[src/rtl/alu_pkg.sv]
package alu_pkg;

  localparam int OP_W = 4;

  typedef enum logic [OP_W-1:0] {
    OP_AND = 4'b0000,
    OP_OR  = 4'b0001,
    OP_ADD = 4'b0010,
    OP_SUB = 4'b0110,
    OP_SLT = 4'b0111,
    OP_NOR = 4'b1100
  } alu_op_e;

  // strobes from decoder to datapath
  typedef struct packed {
    logic pickAnd;   // route bitwise AND
    logic pickOr;    // route bitwise OR (optionally inverted)
    logic pickSum;   // route adder output
    logic pickLess;  // route signed comparison bit
    logic negB;      // adder computes A + ~B + 1
    logic invOr;     // invert OR result (NOR)
  } alu_ctrl_t;

endpackage

[src/rtl/alu_control.sv]
module alu_control
  import alu_pkg::*;
(
  input  logic [OP_W-1:0] opCode,
  output alu_ctrl_t       ctrl
);

  always_comb begin
    ctrl = '0;
    case (opCode)
      OP_AND: ctrl.pickAnd = 1'b1;
      OP_OR:  ctrl.pickOr  = 1'b1;
      OP_ADD: ctrl.pickSum = 1'b1;
      OP_SUB: begin ctrl.pickSum  = 1'b1; ctrl.negB = 1'b1; end
      OP_SLT: begin ctrl.pickLess = 1'b1; ctrl.negB = 1'b1; end
      OP_NOR: begin ctrl.pickOr   = 1'b1; ctrl.invOr = 1'b1; end
      default: ctrl = '0;
    endcase
  end

  always_comb begin
    AST_ONE_SOURCE: assert ($onehot0({ctrl.pickAnd, ctrl.pickOr, ctrl.pickSum, ctrl.pickLess}));
  end

endmodule

[src/rtl/alu_datapath.sv]
module alu_datapath
  import alu_pkg::*;
#(
  parameter int WIDTH = 32
) (
  input  logic [WIDTH-1:0] opA,
  input  logic [WIDTH-1:0] opB,
  input  alu_ctrl_t        ctrl,
  output logic [WIDTH-1:0] result,
  output logic             zeroOut
);

  localparam int MSB = WIDTH - 1;

  logic [WIDTH-1:0] andVal, orVal, bAdj, sumVal, lessVal;
  logic             lessBit;

  assign andVal = opA & opB;
  assign orVal  = ctrl.invOr ? ~(opA | opB) : (opA | opB);
  assign bAdj   = ctrl.negB ? ~opB : opB;
  assign sumVal = opA + bAdj + {{(WIDTH-1){1'b0}}, ctrl.negB};

  // signs differ: A is less iff A negative; else the difference sign decides
  assign lessBit = (opA[MSB] ^ opB[MSB]) ? opA[MSB] : sumVal[MSB];
  assign lessVal = {{(WIDTH-1){1'b0}}, lessBit};

  always_comb begin
    result = '0;
    if (ctrl.pickAnd)  result = result | andVal;
    if (ctrl.pickOr)   result = result | orVal;
    if (ctrl.pickSum)  result = result | sumVal;
    if (ctrl.pickLess) result = result | lessVal;
  end

  assign zeroOut = ~|result;

  always_comb begin
    if (ctrl.pickLess)
      AST_LESS_UPPER_CLEAR: assert (result[MSB:1] == '0);
  end

endmodule

[src/rtl/alu_unit.sv]
module alu_unit
  import alu_pkg::*;
#(
  parameter int WIDTH = 32
) (
  input  logic [WIDTH-1:0] opA,
  input  logic [WIDTH-1:0] opB,
  input  logic [OP_W-1:0]  opCode,
  output logic [WIDTH-1:0] aluResult,
  output logic             isZero
);

  alu_ctrl_t ctrlBus;

  alu_control u_ctrl (
    .opCode (opCode),
    .ctrl   (ctrlBus)
  );

  alu_datapath #(.WIDTH(WIDTH)) u_dp (
    .opA     (opA),
    .opB     (opB),
    .ctrl    (ctrlBus),
    .result  (aluResult),
    .zeroOut (isZero)
  );

  logic listedOp;
  assign listedOp = (opCode == OP_AND) || (opCode == OP_OR) || (opCode == OP_ADD) ||
                    (opCode == OP_SUB) || (opCode == OP_SLT) || (opCode == OP_NOR);

  always_comb begin
    if (!listedOp)
      AST_UNLISTED_ZERO: assert (aluResult == '0 && isZero);
    if (opCode == OP_SUB && opA == opB)
      AST_SUB_EQUAL_FLAG: assert (isZero);
    if (isZero)
      AST_FLAG_MEANS_ZERO: assert (aluResult == '0);
    if (opCode == OP_AND)
      AST_AND_SUBSET: assert ((aluResult & ~opA) == '0);
  end

endmodule

[config.mk]
export PLATFORM = sky130hd
export DESIGN_NAME = alu_unit
export DESIGN_NICKNAME = d
export VERILOG_FILES = /design/src/rtl/alu_pkg.sv /design/src/rtl/alu_control.sv /design/src/rtl/alu_datapath.sv /design/src/rtl/alu_unit.sv
export SDC_FILE = /design/constraint.sdc
export NUM_CORES = 1
export LEC_CHECK = 0
export ABC_AREA = 1
export BUFFER_PORTS_ARGS = -buffer_cell sky130_fd_sc_hd__buf_4
export CAP_MARGIN = 20
export CORE_MARGIN = 1.5
export CORE_UTILIZATION = 52
export DETAILED_ROUTE_END_ITERATION = 10
export PLACE_DENSITY = 0.82
export SLEW_MARGIN = 5
export SYNTH_ARGS = -nofsm -noshare
export SYNTH_HDL_FRONTEND = slang
export SYNTH_SLANG_ARGS = --single-unit
[constraint.sdc]
create_clock -name vclk -period 3.65
set_input_delay 0.73 -clock vclk [all_inputs]
set_output_delay 0.73 -clock vclk [all_outputs]
set_load 0.005 [all_outputs]
==> qor.txt <==
Final hold vios: 0
Final Cycle Share: 121%
YS warnings: 0
Rows: 31
Worst VDD drop: 0.116 mV
Total GRT Usage: 41.0%
Setup crit start kind: input port
Drt total wl: 19.7 mm
Crit Path Max Fanout: 18
CP Class: in -> out
Die Wd: 89.9 um
Failing checks: design-rule violations, negative setup slack
Final hold slack: 1.90 ns
P per Cell Area: 198 nW/um^2
Most instantiated cells after synthesis: nand2_1, inv_1, nor2_1
Mean Syn Cell Area: 5.32 sq um
Synth Area in Simple Gates: 45.0%
Setup TNS: -5.82 ns
IO Pins: 101
Synth Area in Compound Gates: 19.0%
Top cells by area, synth: nand2_1, inv_1, ha_1
Vias/cell: 6.09
Final ANT Viol Nets: 0
Final worst slack: -0.780 ns
Worst hold-check path type: in -> out
Place WS: -0.665 ns
Sequential area share after synthesis: 0%
Vias in the first global route: 6052
Met1 usage: 51.9%
Slew Viols, Final: 0
Fin nets: 1103
Grt ovf: 0
CP Data Arrival Time: 3.70 ns
Port bufs: 101
Reg area: 0 sq um
Fillers: 398
Routed via count: 6678
Final cell count without fillers: 1097
Initial antenna violation count: 0
Cts hold-fix bufs: 0
Met3 Usage GRT: 5.41%
Multiplexer area fraction after synthesis: 0%
Tightest Pin Transition: 0.448 ns
Number of antenna diodes: 0
Largest family of logic cells by synthesized area: simple AND/OR/NAND/NOR gates
Die area: 8070 sq um
RSZ-0062 raised after global routing: true
Synth cell types: 43
Cells after DPL: 1082
Endpoints failing setup: 26
Die Y: 89.9 um
Slew Limit Headroom: 70.1%
Layout cell share with drive strength beyond 1: 40.9%
Synth area leader: nand2_1
Mapped cell area: 3920 sq um
Total chip power: 1.27 mW
Synthesis-to-finish area growth: 64.0%
Routability congestion estimate: 1.08
Synth top area share: 19.0%
Crit end category: output pin
GRT busiest layer: met2
Met2 Use GR: 70.6%
Drt pass-1 iters: 11
Fmax: 226 MHz
Initial detailed-routing violation count: 865
Max-cap violations: 0
First-pass GRT wire length: 27.6 mm
Post-synthesis xor/xnor area fraction: 9.60%
Post-route DRC: 1
Post-Synth Adder-Cell Area: 11.4%
Worst Path Required: 2.92 ns
Seq_cells: 0
Hold Crit Depth: 5
CORE AREA: 7290 sq um
WL/cell: 18.0 um
Clock buffer cells: 0
Post-Syn Nets: 840
Gate Count Post-Synth: 737
Most frequent cell after synthesis: nand2_1
Clock period minus worst slack: 4.43 ns
Initial Util: 53.8%
Largest net degree at the start of global routing: 28
Detail Placement HPWL: 14.0 mm
Leak Pwr: 3.55 nW
Status: finished with violations
path summary, 6_finish.rpt:
path       endpoint  startpoint  slack (ns)
min   aluResult[27]     opA[27]        1.90
max          isZero   opCode[3]       -0.78
metal layers:
metal / up-vias / share of wire [%]
li1: 2939 / -
met1: 2959 / 37
met2: 610 / 44
met3: 170 / 12
met4: 0 / 6.7
met5: - / 0
power by group:
part	leakage, nW	internal, mW	switching, mW
registers	0	0	0
logic	3.55	0.576	0.698
clock network	0	0	0
area by class of cell:
class / instances / area, sq um / area share (%)
inverter: 136 / 515 / 8.01
timing repair buffer: 272 / 2080 / 32.3
tap: 99 / 124 / 1.93
multi-input combinational: 590 / 3710 / 57.7
critical path, cell delays in order:
cell and delay (ns):
buf_4 0.13, inv_4 0.05, nand3_4 0.09, buf_12 0.19
xor2_1 0.22, ha_1 0.35, nand2_1 0.09, nand2_1 0.07
nand2_1 0.09, nand3_2 0.11, a21oi_2 0.29, nor2_1 0.10
nor2_1 0.20, nand3_1 0.13, nand3_1 0.11, nand2_1 0.08
nor2_2 0.18, nand4_1 0.19, nor2_1 0.17, buf_4 0.12
kinds of logic after synthesis:
logic type / after synthesis
buf+inv: 147
fa+ha+maj: 35
compound gates: 116
simple gates: 396
xor+xnor: 43
cells in the final DEF, fill, tap and decap left out, types with 3 or more instances in the layout:
master | Yosys | final
a21oi_1 | 30 | 17
a21oi_2 | 0 | 13
buf_12 | 0 | 3
buf_4 | 0 | 269
ha_1 | 34 | 33
inv_1 | 133 | 124
inv_2 | 2 | 10
nand2_1 | 199 | 166
nand2_2 | 12 | 44
nand3_1 | 68 | 59
nand3_2 | 8 | 16
nand3b_1 | 3 | 3
nand4_1 | 13 | 13
nor2_1 | 71 | 55
nor2_2 | 5 | 18
nor2_4 | 1 | 4
nor3_1 | 8 | 7
nor3_2 | 2 | 3
o21ai_0 | 41 | 28
o21ai_1 | 4 | 9
o21ai_2 | 2 | 8
o21bai_1 | 4 | 3
o311a_1 | 21 | 21
xnor2_1 | 13 | 7
xnor2_2 | 0 | 5
xor2_1 | 30 | 30
metrics by stage:
step | utilization [%] | instance area (sq um)
6_report | 88.2 | 6430
5_1_grt | 88.2 | 6430
4_1_cts | 84.1 | 6140
3_5_place_dp | 81.5 | 5940
3_3_place_gp | 81.5 | 5940
2_1_floorplan | - | 3930
what timing repair did:
action                                  CTS  global route
endpoints found under the setup margin   24            30
buffers inserted                          5            10
resized for setup                        56            68
pin swaps                                 6            12
Note: power is estimated with default switching activity, not from simulation.
